$ cat config.mk
export PLATFORM = sky130hd
export DESIGN_NAME = microreg_file
export DESIGN_NICKNAME = d
export VERILOG_FILES = /design/src/rtl/microreg_pkg.sv /design/src/rtl/microreg_sel_mux.sv /design/src/rtl/microreg_wen_mux.sv /design/src/rtl/microreg_store.sv /design/src/rtl/microreg_file.sv
export SDC_FILE = /design/constraint.sdc
export NUM_CORES = 1
export LEC_CHECK = 0
export BUFFER_PORTS_ARGS = -buffer_cell sky130_fd_sc_hd__buf_2
export CAP_MARGIN = 20
export CORE_MARGIN = 2
export CORE_UTILIZATION = 60
export CTS_CLUSTER_DIAMETER = 50
export DETAILED_ROUTE_END_ITERATION = 7
export PLACE_DENSITY = 0.83
export SLEW_MARGIN = 10
export SYNTH_ARGS = -nofsm -noshare
export SYNTH_HDL_FRONTEND = slang
export SYNTH_HIERARCHICAL = 1
export SYNTH_SLANG_ARGS = --single-unit
$ cat constraint.sdc
create_clock -name clk_i -period 3 [get_ports clk_i]
set_input_delay 0.3 -clock clk_i [delete_from_list [all_inputs] [get_ports clk_i]]
set_output_delay 0.3 -clock clk_i [all_outputs]
set_load 0.01 [all_outputs]
$ cat src/rtl/microreg_pkg.sv
package microreg_pkg;
  localparam int FIELD_W  = 2;             // width of an instruction register field
  localparam int LOW_REGS = 2 ** FIELD_W;  // registers reachable from a field

  function automatic logic [LOW_REGS-1:0] field_onehot(input logic [FIELD_W-1:0] f);
    logic [LOW_REGS-1:0] r;
    r = '0;
    r[f] = 1'b1;
    return r;
  endfunction
endpackage

$ cat src/rtl/microreg_sel_mux.sv
module microreg_sel_mux
  import microreg_pkg::*;
#(
  parameter int SEL_W = 3
) (
  input  logic               use_ir_i,
  input  logic [SEL_W-1:0]   sel_i,
  input  logic [FIELD_W-1:0] field_i,
  output logic [SEL_W-1:0]   sel_o
);
  // field is zero-extended: only the low registers are reachable
  assign sel_o = use_ir_i ? SEL_W'(field_i) : sel_i;
endmodule

$ cat src/rtl/microreg_wen_mux.sv
module microreg_wen_mux
  import microreg_pkg::*;
#(
  parameter int NUM_REGS = 8
) (
  input  logic                dst_from_ir_i,
  input  logic [FIELD_W-1:0]  field_i,
  input  logic [NUM_REGS-1:0] wr_en_i,
  output logic [NUM_REGS-1:0] wen_o
);
  logic [LOW_REGS-1:0] dec;
  assign dec = field_onehot(field_i);

  for (genvar g = 0; g < NUM_REGS; g++) begin : g_wen
    if (g < LOW_REGS) begin : g_low
      assign wen_o[g] = dst_from_ir_i ? dec[g] : wr_en_i[g];
    end else begin : g_high
      assign wen_o[g] = wr_en_i[g];
    end
  end
endmodule

$ cat src/rtl/microreg_store.sv
module microreg_store #(
  parameter int DATA_W   = 8,
  parameter int NUM_REGS = 8,
  localparam int SEL_W   = $clog2(NUM_REGS)
) (
  input  logic                clk_i,
  input  logic                rst_ni,
  input  logic [NUM_REGS-1:0] wen_i,
  input  logic [DATA_W-1:0]   wr_data_i,
  input  logic [SEL_W-1:0]    a_sel_i,
  input  logic [SEL_W-1:0]    b_sel_i,
  output logic [DATA_W-1:0]   a_o,
  output logic [DATA_W-1:0]   b_o
);
  logic [DATA_W-1:0] regs_q [NUM_REGS];

  for (genvar g = 0; g < NUM_REGS; g++) begin : g_reg
    always_ff @(posedge clk_i or negedge rst_ni) begin
      if (!rst_ni)       regs_q[g] <= '0;
      else if (wen_i[g]) regs_q[g] <= wr_data_i;
    end

    assert_write_lands_R2: assert property (@(posedge clk_i) disable iff (!rst_ni)
      wen_i[g] |=> regs_q[g] == $past(wr_data_i));
    assert_hold_unwritten_R2: assert property (@(posedge clk_i) disable iff (!rst_ni)
      !wen_i[g] |=> $stable(regs_q[g]));
  end

  assign a_o = regs_q[a_sel_i];
  assign b_o = regs_q[b_sel_i];
endmodule

$ cat src/rtl/microreg_file.sv
module microreg_file
  import microreg_pkg::*;
#(
  parameter int DATA_W   = 8,
  parameter int NUM_REGS = 8,
  localparam int SEL_W   = $clog2(NUM_REGS)
) (
  input  logic                clk_i,
  input  logic                rst_ni,
  input  logic [SEL_W-1:0]    asel_i,
  input  logic [SEL_W-1:0]    bsel_i,
  input  logic [NUM_REGS-1:0] wr_en_i,
  input  logic                dst_from_ir_i,
  input  logic                a_from_ir_i,
  input  logic                b_from_ir_i,
  input  logic [FIELD_W-1:0]  ir_dst_i,
  input  logic [FIELD_W-1:0]  ir_a_i,
  input  logic [FIELD_W-1:0]  ir_b_i,
  input  logic [DATA_W-1:0]   wr_data_i,
  output logic [DATA_W-1:0]   a_bus_o,
  output logic [DATA_W-1:0]   b_bus_o
);
  logic [SEL_W-1:0]    a_sel_eff, b_sel_eff;
  logic [NUM_REGS-1:0] wen_eff;

  microreg_sel_mux #(.SEL_W(SEL_W)) u_a_sel (
    .use_ir_i(a_from_ir_i), .sel_i(asel_i), .field_i(ir_a_i), .sel_o(a_sel_eff)
  );
  microreg_sel_mux #(.SEL_W(SEL_W)) u_b_sel (
    .use_ir_i(b_from_ir_i), .sel_i(bsel_i), .field_i(ir_b_i), .sel_o(b_sel_eff)
  );
  microreg_wen_mux #(.NUM_REGS(NUM_REGS)) u_wen (
    .dst_from_ir_i(dst_from_ir_i), .field_i(ir_dst_i), .wr_en_i(wr_en_i), .wen_o(wen_eff)
  );
  microreg_store #(.DATA_W(DATA_W), .NUM_REGS(NUM_REGS)) u_store (
    .clk_i(clk_i), .rst_ni(rst_ni), .wen_i(wen_eff), .wr_data_i(wr_data_i),
    .a_sel_i(a_sel_eff), .b_sel_i(b_sel_eff), .a_o(a_bus_o), .b_o(b_bus_o)
  );

  assert_one_low_dst_R3: assert property (@(posedge clk_i) disable iff (!rst_ni)
    dst_from_ir_i |-> ($countones(wen_eff[LOW_REGS-1:0]) == 1 && wen_eff[ir_dst_i]));
  assert_a_sel_low_R5: assert property (@(posedge clk_i) disable iff (!rst_ni)
    a_from_ir_i |-> a_sel_eff < SEL_W'(LOW_REGS));
  assert_b_sel_low_R6: assert property (@(posedge clk_i) disable iff (!rst_ni)
    b_from_ir_i |-> b_sel_eff < SEL_W'(LOW_REGS));
endmodule

# --- Yosys cells after proc, flatten, opt, wreduce, memory -nomap -nowiden ---
# Cells that the tools add are included.
word_totals:
  register_bits: 64
  latch_bits: 0
  ramBits: 0
  rom_bits: 0
  in_bits: 33
  out_inout_bits: 16
  elab_cells: 29
  n_memories: 0
op_classes:
  add_sub_neg: 0
  mul: 0
  div_mod_pow: 0
  order_cmp: 4
  n_eq_ne: 0
  n_shift: 0
  mux: 14
  n_bitwise: 2
  reduce_logical: 1
ops:
  columns: ["op", "count"]
  rows:
  - ["8-bit binary-select mux with 3-bit select", 2]
  - ["8-bit 2-to-1 mux", 4]
  - ["4-bit greater-or-equal comparator (second input constant)", 2]
  - ["3-bit NOT with 4-bit output", 2]
  - ["3-bit 2-to-1 mux", 2]
  - ["1-bit 2-to-1 mux", 5]
  - ["2-bit by 3-bit less-than comparator with 1-bit output (second input constant)", 1]
  - ["1-bit demux with 2-bit select", 1]
  - ["2-bit by 1-bit greater-or-equal comparator with 1-bit output (second input constant)", 1]
  - ["1-bit logical AND", 1]

# --- Depth between registers and ports, before layout ---
# Gate-level depths: netlist of the first run.
depth:
  depth_word: 5
  mapped_depth: 5
  mapped_depth_nobuf: 3

# --- Modules after synthesis ---
# The synthesis of the first run kept the hierarchy.
by_module_without_submodules:
  columns: ["module", "instances", "cells_per_inst", "area_per_inst_um2", "seq_area_each_um2"]
  rows:
  - ["microreg_store", 1, 194, 3449.6, 1601.5]
  - ["microreg_wen_mux", 1, 15, 95.1, 0.0]
  - ["microreg_sel_mux", 2, 3, 31.3, 0.0]

# --- Least setup slack after synthesis of the first run ---
# No wires, ideal clock.
synth_path:
  path_kind: "input port to output port"
  from: "input a_from_ir_i"
  to: "output a_bus_o[0]"
  arrival_time_ps: 1610
  t_required_ps: 2700
  path_slack_ps: 1090
  stages: 5
  n_path_buf: 2
  path_cell_list: "mux2_2 > buf_6 > buf_12 > mux4_1 > mux2_2"
synth_between:
  elab_chain_cells: 5
synth_rtl:
  columns: ["item", "line", "text"]
  rows:
  - ["start, declared", "microreg_file.sv:14", "input logic a_from_ir_i,"]
  - ["3-bit 2-to-1 mux", "microreg_sel_mux.sv:12", "assign sel_o = use_ir_i ? SEL_W'(field_i) : sel_i;"]
  - ["3-bit NOT with 4-bit output (not written as such)", "microreg_store.sv:29", "assign a_o = regs_q[a_sel_i];"]
  - ["8-bit binary-select mux with 3-bit select", "microreg_store.sv:29", null]
  - ["8-bit 2-to-1 mux (not written as such) (2 in series)", "microreg_store.sv:29", null]
  - ["end, declared", "microreg_file.sv:20", "output logic [DATA_W-1:0] a_bus_o,"]
# Every way passes these cells. The select of a mux whose other input is x is not followed.

# --- Final worst setup path of the first run ---
layout_path:
  from: "input a_from_ir_i"
  to: "output a_bus_o[0]"
layout_between:
  elab_chain_cells: 5
layout_rtl:
  columns: ["item", "line", "text"]
  rows:
  - ["3-bit 2-to-1 mux", "microreg_sel_mux.sv:12", null]
  - ["named net a_sel_eff[0]", "microreg_file.sv:23", "logic [SEL_W-1:0] a_sel_eff, b_sel_eff;"]
  - ["3-bit NOT with 4-bit output (not written as such)", "microreg_store.sv:29", null]
  - ["8-bit binary-select mux with 3-bit select", "microreg_store.sv:29", null]
  - ["8-bit 2-to-1 mux (not written as such) (2 in series)", "microreg_store.sv:29", null]
# The timed path passes the listed nets, and every way through them passes these cells. The select of a mux whose other input is x is not followed.

==> results of run 1 <==
==> critical path, delay by kind of cell <==
kind	cells	cell delay [ns]
multiplexers	3	1.49
buffers and inverters	2	0.25
==> routing by layer <==
metal,wire (um),share of wire
met5,0,0
met4,113,0.016
met3,355,0.049
met2,3575,0.50
met1,3138,0.44
==> cells by family (layout without fill, tap and decap cells) <==
kind of cell           count (synthesis)  after routing  synth area share
and+or+nand+nor                        6              6           0.01144
muxes                                117            117            0.4964
buffers and inverters                 25             73           0.04405
DFF                                   64             64            0.4440
AOI/OAI and AO/OA                      3              3          0.004161
==> cells in the final DEF (no fill, tap or decap) <==
cell	Yosys	layout
clkinvlp_4	0	1
dlygate4sd3_1	0	1
mux2_4	1	1
mux4_2	3	3
clkbuf_1	10	1
buf_4	4	5
mux4_1	29	29
nand3_1	1	1
buf_2	2	48
and2b_2	2	2
dfrtp_1	64	64
clkbuf_8	0	9
bufinv_16	0	3
nor2_1	1	1
o21ai_0	3	3
mux2_2	84	84
inv_1	3	3
clkinv_2	0	2
nand3b_1	2	2
==> report_power, final <==
group / switching [mW] / leakage [nW] / internal [mW]
sequential: 0.0779 / 0.749 / 0.973
clock: 0.327 / 0.116 / 0.549
combinational: 0.205 / 0.899 / 0.321
==> path summary, 6_finish.rpt <==
path / endpoint / slack, ns / depth (start not counted)
setup reg to reg: u_store/regs_q[33]$_DFFE_PN0P_ / 2.19 / 1
min in group asynchronous: u_store/regs_q[54]$_DFFE_PN0P_ / 0.43 / 2
setup / recovery: a_bus_o[0] / 0.64 / 5
max in group asynchronous: u_store/regs_q[58]$_DFFE_PN0P_ / 1.84 / 3
hold / removal: u_store/regs_q[31]$_DFFE_PN0P_ / 0.29 / 2
hold reg to reg: u_store/regs_q[51]$_DFFE_PN0P_ / 0.51 / 1
==> layout make-up <==
type                       count  area (sq um)
clock inverter                 6         107.6
multi-input combinational    126          1847
timing repair buffer          54         287.8
clock buffer                  10         127.6
fill                         377          1774
inverter                       3         11.26
sequential                    64          1602
tap                           75         93.84
==> through the flow <==
step	worst slack, ns	instance area, sq um	total power, mW
after floorplan	1.090	3607	1.429
final	0.6424	4076	2.454
after global routing	0.5655	4076	2.563
after global placement	0.6901	3831	1.565
after CTS	0.6184	4076	2.474
after detailed placement	0.6399	3831	1.592
==> flow_metrics.py, run 1 <==
metrics = {
    "floorplan": {
        "start_util": 0.6166,
        "dieArea_sq_um": 6648,
        "core_sq_um": 5851,
        "dieWidth_um": 81.54,
        "fp-row-count": 28,
        "die_h_um": 81.54,
        "ios": 49,
    },
    "logic_synthesis": {
        "synth_seq_cells": 64,
        "syn_avg_cell_area_sq_um": 16.78,
        "synth_flop_cell": "dfrtp_1",
        "yosysSeqAreaShare": 0.4440,
        "synth_area_sq_um": 3607,
        "postSynth.asyncResetShare": 1.000,
        "yosysTopAreaCellShare": 0.4440,
        "yosysTopAreaCell": "dfrtp_1",
        "synthTopCellsByArea": "dfrtp_1, mux2_2, mux4_1",
        "yosysMostFrequentCell": "mux2_2",
        "synthesis.nets": 248,
        "yosys.cell_types.count": 17,
        "synth-edff-count": 0,
        "yosys_warnings": 6,
        "synth_cells": 215,
        "synth_commonest_cells": "mux2_2, dfrtp_1, mux4_1, clkbuf_1, buf_4",
    },
    "hold_path": {
        "hp-class": "primary input to flop",
        "min_from": "wr_data_i[7]",
    },
    "global_route": {
        "antenna_found_initial": 0,
        "grt_use_met2": 0.3828,
        "grt-ovfl-total": 0,
        "grt_pass1_wl_mm": 11.07,
        "grt_use_met3": 0.04396,
        "globalRoute.busiestLayer": "met2",
        "grt_start_max_net_pins": 32,
        "grtUsageMet1": 0.3270,
        "grt_use_total": 0.2390,
        "first_global_vias": 2085,
    },
    "critical_path": {
        "critPathKind": "primary input to primary output",
        "path_cells": "buf_2 -> mux2_2 -> mux4_1 -> mux2_2 -> buf_2",
        "cp_slowest_cell": "mux4_1",
        "cp-startpoint": "a_from_ir_i",
        "end_kind": "primary output",
        "cp_data_required_time_ns": 2.70,
        "r2r_start": "u_store/regs_q[33]$_DFFE_PN0P_",
        "slowest_delay_ns": 0.65,
        "arrival_ns": 2.06,
        "critPathLaunchType": "primary input",
        "crit_fanout": 16,
    },
    "clocking": {
        "clkTransAtPathRegs_ns": 0.07,
        "cts_max_path_buffers": 2,
        "cts_root_buffer": "clkbuf_8",
        "hold_buffers": 1,
        "cts_resized": 0,
        "cts_tree": "yes",
        "clock_latency_ns": 0.34,
        "cts_setup_buffers": 0,
        "cts_sinks": 64,
        "cts_buffers": 9,
        "htreeDepth": 3,
    },
    "placement": {
        "gp_congestion": 0.7301,
        "port_buffers": 48,
        "dp.cells": 321,
        "dp_hpwl_mm": 4.654,
    },
    "timing": {
        "finalSetupViolCount": 0,
        "maxSlewHeadroom": 0.6517,
        "rsz0062_at_grt": "no",
        "hold_viol": 0,
        "finalSetupTns_ns": 0,
        "worst_pin_slew_ns": 0.5225,
        "fin_crit_ns": 2.358,
        "skew_ns": 0,
        "hold_ws_ns": 0.2893,
        "fmax_mhz": 424.2,
        "period_share": 0.7859,
        "slew_viol_final": 0,
    },
    "routing": {
        "drc": 0,
        "vias": 2108,
        "ant_nets": 0,
        "wl_per_cell_um": 21.25,
        "drt-vias-per-instance": 6.237,
        "drt_iter0_markers": 129,
        "wirelength_mm": 7.183,
        "drt_first_pass_iters": 4,
    },
    "layout": {
        "instances_no_fill": 338,
        "nets": 291,
        "largest_registers": "u_store/regs_q x64",
        "fin_util": 0.6967,
        "largest_reg_flops": 64,
        "insertedDiodeCount": 0,
        "drive_gt1_frac": 0.6008,
        "synthToLayoutAreaGrowth_pct": 13.01,
        "regMostFlops": "u_store/regs_q",
    },
    "outcome": {
        "status": "finished, final reports clean",
    },
    "power": {
        "p_leak_nw": 1.764,
        "p_per_area_nw_per_um2": 601.9,
        "ir_drop_v": 0.0003649,
    },
    "run": {
        "cap_violations": 0,
    },
}
(Power assumes the default switching activity.)
==> inputs of run 2 (changes only) <==
- ABC_AREA: not set -> 1
- CORE_UTILIZATION: 60 -> 53
- PLACE_DENSITY: 0.83 -> 0.77
- clock period: 3 -> 2.1 ns (I/O delays scaled with it)
==> flow_metrics.py, run 2 <==
metrics = {
    "floorplan": {
        "ios": 49,
        "dieWidth_um": 90.63,
        "die_h_um": 90.63,
        "fp-row-count": 31,
        "start_util": 0.5484,
        "dieArea_sq_um": 8214,
        "core_sq_um": 7253,
    },
    "critical_path": {
        "critPathKind": "primary input to primary output",
        "critPathTopFamily": "buffers and inverters",
        "arrival_ns": 1.46,
        "end_kind": "primary output",
        "reg2reg_slack_ns": 1.39,
        "path_cells": "buf_2 -> inv_2 -> nand2_1 -> nand2_1 -> buf_4 -> nand2_1 -> nand3_1 -> nand2_1 -> nand2_1 -> nand2_1 -> buf_2",
        "cp_slowest_cell": "buf_4",
        "cp_data_required_time_ns": 1.89,
        "crit_fanout": 32,
        "critPathLaunchType": "primary input",
        "worst-path-buf-inv": 4,
        "slowest_delay_ns": 0.35,
        "cpMostUsedCell": "nand2_1",
    },
    "layout": {
        "regMostFlops": "u_store/regs_q",
        "final_cell_mix": "nand2_1, inv_1, nand3_1",
        "synthToLayoutAreaGrowth_pct": 7.896,
        "layout_commonest_cell": "nand2_1",
        "fill_cells": 732,
        "fin_util": 0.5917,
        "instances_no_fill": 741,
        "nets": 671,
        "drive_gt1_frac": 0.1201,
        "largest_registers": "u_store/regs_q x64",
        "largest_reg_flops": 64,
    },
    "routing": {
        "wirelength_mm": 10.44,
        "drt-vias-per-instance": 5.286,
        "wl_per_cell_um": 14.09,
        "vias": 3917,
        "drt_iter0_markers": 301,
        "ant_nets": 0,
        "drc": 0,
        "drt_first_pass_iters": 5,
    },
    "timing": {
        "finalSetupViolCount": 0,
        "slew_viol_final": 0,
        "rsz0062_at_grt": "no",
        "fin_crit_ns": 1.673,
        "maxSlewHeadroom": 0.5581,
        "finalSetupTns_ns": 0,
        "fmax_mhz": 597.6,
        "hold_ws_ns": 0.1930,
        "period_share": 0.7969,
        "skew_ns": 0,
        "worst_pin_slew_ns": 0.6628,
        "hold_viol": 0,
    },
    "global_route": {
        "grt_use_total": 0.2722,
        "grt-ovfl-total": 0,
        "grt_start_max_net_pins": 33,
        "first_global_vias": 3685,
        "antenna_found_initial": 1,
        "grt_pass1_wl_mm": 17.71,
    },
    "clocking": {
        "cts_resized": 0,
        "cts_buffers": 9,
        "cts_setup_buffers": 0,
        "cts_root_buffer": "clkbuf_8",
        "cts_tree": "yes",
        "clkTransAtPathRegs_ns": 0.06,
        "htreeDepth": 3,
        "clock_latency_ns": 0.34,
        "cts_sinks": 64,
        "cts_max_path_buffers": 2,
    },
    "power": {
        "p_leak_nw": 2.456,
        "ir_drop_v": 0.0004525,
        "p_per_area_nw_per_um2": 755.2,
    },
    "logic_synthesis": {
        "yosysTopAreaCellShare": 0.4026,
        "yosysTopAreaCell": "dfrtp_1",
        "syn_avg_cell_area_sq_um": 6.521,
        "synthesis.nets": 643,
        "synth_area_sq_um": 3978,
        "synth_seq_cells": 64,
        "synth_flop_cell": "dfrtp_1",
        "yosys.cell_types.count": 11,
        "synth_cells": 610,
        "synthTopCellsByArea": "dfrtp_1, nand2_1, nand3_1",
        "yosysSeqAreaShare": 0.4026,
        "yosys_warnings": 6,
        "synth-edff-count": 0,
        "postSynth.asyncResetShare": 1.000,
        "yosysMostFrequentCell": "nand2_1",
        "synth_commonest_cells": "nand2_1, inv_1, nand3_1, dfrtp_1, o21ai_0",
    },
    "placement": {
        "gp_congestion": 0.8735,
        "dp_hpwl_mm": 7.318,
        "port_buffers": 48,
        "dp.cells": 725,
    },
    "outcome": {
        "status": "finished, final reports clean",
    },
    "hold_path": {
        "hp-class": "primary input to flop",
    },
    "run": {
        "cap_violations": 0,
    },
}
run 2: cell count changes in the layout (fill, tap and decap cells not counted), sizes merged, moves of 3 or more:
cell    delta
mux4      -32
o21ai     +61
nand3     +66
mux2      -85
buf        +5
clkbuf     +4
inv       +74
nand2    +293
bufinv     -3
run 2: repair_timing:
action | in CTS | in global routing
setup endpoints to repair | 0 | 0
hold buffers | 1 | 0
endpoints found under the hold margin | 28 | 0
run 2: power by group:
group / switching, mW / leakage [nW] / internal [mW] / total (mW)
Clock: 0.441 / 0.0886 / 0.514 / 0.954
Combinational: 0.600 / 1.59 / 0.278 / 0.878
Sequential: 0.0364 / 0.781 / 1.37 / 1.41
run 2: kinds of logic (layout without fill, tap and decap cells):
kind of cell	after synthesis	count (layout)	synth area share
DFF	64	64	0.4026
AOI/OAI and AO/OA	64	64	0.08053
other	0	1	0
and+or+nand+nor	363	363	0.3636
buffers and inverters	119	150	0.1532
run 2: worst min-delay path, cell delays in order:
cell and delay, ns:
buf_2 0.16, nand2_1 0.06, o21ai_0 0.06
run 2: worst paths after layout:
path                                           startpoint                              to  cells past startpoint
setup / recovery                              a_from_ir_i                      a_bus_o[0]                     11
hold / removal                               wr_data_i[6]  u_store/regs_q[30]$_DFFE_PN0P_                      3
setup reg to reg           u_store/regs_q[35]$_DFFE_PN0P_  u_store/regs_q[35]$_DFFE_PN0P_                      2
hold reg to reg            u_store/regs_q[30]$_DFFE_PN0P_  u_store/regs_q[30]$_DFFE_PN0P_                      2
max in group asynchronous                          rst_ni  u_store/regs_q[26]$_DFFE_PN0P_                      3
min in group asynchronous                          rst_ni  u_store/regs_q[45]$_DFFE_PN0P_                      2
run 2: area by class of cell:
class                   count  area [sq um]  share of cell area
diodes                      1         2.502           0.0005831
clock buffers              14         172.7             0.04023
inverters                  77         299.0             0.06968
multi-input cells         427          1767              0.4117
flip-flops and latches     64          1602              0.3732
well taps                  99         123.9             0.02886
repair buffers             59         325.3             0.07580
run 2: routing by layer:
metal / track usage / wire length [um] / vias up
met5: 0 / 0 / -
met4: 0.08205 / 110 / 0
met3: 0.06177 / 835 / 14
li1: - / - / 1907
met2: 0.4279 / 4883 / 168
met1: 0.3770 / 4613 / 1828
run 2: metrics by stage:
step | power, mW | cell area, sq um | worst slack, ns
final | 3.241 | 4292 | 0.4266
after global routing | 3.458 | 4289 | 0.2698
after CTS | 3.254 | 4289 | 0.4580
after detailed placement | 2.296 | 4106 | 0.4538
after global placement | 2.266 | 4106 | 0.4654
after floorplan | 2.063 | 3978 | 0.9748
==> inputs of run 3 (changes only) <==
- clock period: 2.1 -> 1.5 ns (I/O delays scaled with it)
==> flow_metrics.py, run 3 (synthesis gave the netlist of run 2 again) <==
metrics = {
    "clocking": {
        "clkTransAtPathRegs_ns": 0.07,
        "cts_max_path_buffers": 2,
        "cts_buffers": 9,
        "cts_sinks": 64,
        "htreeDepth": 3,
        "clock_latency_ns": 0.33,
        "cts_setup_buffers": 0,
        "cts_tree": "yes",
        "cts_root_buffer": "clkbuf_8",
    },
    "critical_path": {
        "end_kind": "primary output",
        "crit_fanout": 3,
        "path_cells": "inv_1 -> nand2_1 -> nand3_1 -> nand2_1 -> nand2_1 -> nand2_1 -> buf_2",
        "cp_slowest_cell": "dfrtp_1",
        "reg2reg_depth": 2,
        "r2r_end": "u_store/regs_q[53]$_DFFE_PN0P_",
        "critPathKind": "flop to primary output",
        "path_depth": 7,
        "r2r_start": "u_store/regs_q[53]$_DFFE_PN0P_",
        "reg2reg_slack_ns": 0.80,
        "worst-path-buf-inv": 2,
        "slowest_delay_ns": 0.36,
        "critPathLaunchType": "flop",
        "cpMostUsedCell": "nand2_1",
        "arrival_ns": 1.28,
        "cp_data_required_time_ns": 1.35,
        "critPathTopFamily": "flip-flops",
    },
    "floorplan": {
        "dieArea_sq_um": 8214,
        "ios": 49,
        "core_sq_um": 7253,
        "start_util": 0.5484,
        "dieWidth_um": 90.63,
        "die_h_um": 90.63,
        "fp-row-count": 31,
    },
    "hold_path": {
        "min_from": "wr_data_i[0]",
        "hold_end": "u_store/regs_q[40]$_DFFE_PN0P_",
        "hp-class": "primary input to flop",
        "min_path_cells": 3,
    },
    "routing": {
        "drt_iter0_markers": 333,
        "vias": 3929,
        "drc": 0,
        "wl_per_cell_um": 13.94,
        "wirelength_mm": 10.35,
        "drt_first_pass_iters": 7,
        "drt-vias-per-instance": 5.288,
        "ant_nets": 0,
    },
    "timing": {
        "fin_crit_ns": 1.430,
        "fmax_mhz": 699.5,
        "finalSetupViolCount": 0,
        "timing.final.ws_setup_ns": 0.07039,
        "maxSlewHeadroom": 0.6352,
        "skew_ns": 0,
        "hold_viol": 0,
        "hold_ws_ns": 0.1290,
        "slew_viol_final": 0,
        "period_share": 0.9531,
        "rsz0062_at_grt": "yes",
        "finalSetupTns_ns": 0,
        "worst_pin_slew_ns": 0.5458,
    },
    "global_route": {
        "grt-ovfl-total": 0,
        "grt_use_total": 0.2592,
        "grt_pass1_wl_mm": 17.16,
        "first_global_vias": 3678,
        "grt_start_max_net_pins": 65,
        "antenna_found_initial": 1,
    },
    "outcome": {
        "status": "finished, final reports clean",
    },
    "placement": {
        "gp_congestion": 0.8828,
        "dpl_worst_slack_ns": 0.06526,
        "post_dp_cell_area_sq_um": 4131,
        "dp_hpwl_mm": 7.126,
        "port_buffers": 48,
    },
    "layout": {
        "synthToLayoutAreaGrowth_pct": 10.03,
        "fin_util": 0.6034,
        "regMostFlops": "u_store/regs_q",
        "largest_registers": "u_store/regs_q x64",
        "layout_commonest_cell": "nand2_1",
        "nets": 671,
        "drive_gt1_frac": 0.1633,
        "stdcell_area_sq_um": 4377,
        "final_cell_mix": "nand2_1, nand3_1, o21ai_0, dfrtp_1, inv_1",
        "largest_reg_flops": 64,
    },
    "power": {
        "p_per_area_nw_per_um2": 1085,
        "p_leak_nw": 2.472,
        "ir_drop_v": 0.0005841,
    },
    "run": {
        "cap_violations": 0,
    },
}
-- run 3: final cells by class --
class | count | area, sq um
Clock inverter | 3 | 40.04
Fill cell | 700 | 2877
Clock buffer | 13 | 158.9
Timing Repair Buffer | 59 | 356.6
Inverter | 77 | 304.0
Multi-Input combinational cell | 427 | 1789
Antenna cell | 1 | 2.502
Sequential cell | 64 | 1602
Tap cell | 99 | 123.9
-- run 3: layer usage --
layer,vias to the layer above,wire (um),global-route usage
li1,1909,-,-
met1,1805,4473,0.3373
met2,186,4759,0.4210
met3,29,860,0.06678
met4,0,261,0.08846
met5,-,0,0
-- run 3: worst max path at each step --
stage	from	endpoint	slack (ns)
after floorplan	a_from_ir_i	a_bus_o[5]	0.49
after global placement	a_from_ir_i	a_bus_o[4]	0.08
after detailed placement	a_from_ir_i	a_bus_o[5]	0.07
after CTS	u_store/regs_q[3]$_DFFE_PN0P_	b_bus_o[3]	0.05
after global routing	u_store/regs_q[31]$_DFFE_PN0P_	b_bus_o[7]	-0.002
final	u_store/regs_q[11]$_DFFE_PN0P_	b_bus_o[3]	0.07
-- run 3: metrics by stage --
stage                     cells  total power [mW]
after detailed placement    725             3.219
final                       743             4.747
after global routing        742             5.040
after CTS                   742             4.735
after global placement      725             3.177
after floorplan             610             2.888
-- run 3: worst reg2reg max path: cells and delay by family, from the launching register on --
kind | cells | cell delay [ns]
flip-flops | 1 | 0.38
buffers and inverters | 1 | 0.09
AO/OA/AOI/OAI | 1 | 0.09
-- run 3: power by group --
group	total (mW)	internal (mW)	switching (mW)	leakage, nW
sequential	1.98	1.92	0.0615	0.781
combinational	1.26	0.415	0.848	1.59
clock	1.50	0.855	0.646	0.103
total	4.75	3.19	1.56	2.47
-- run 3: what timing repair did --
action                     CTS  global route
hold buffers                 1             0
resized for setup            0            29
hold endpoints to repair    64             0
setup endpoints to repair    0            16
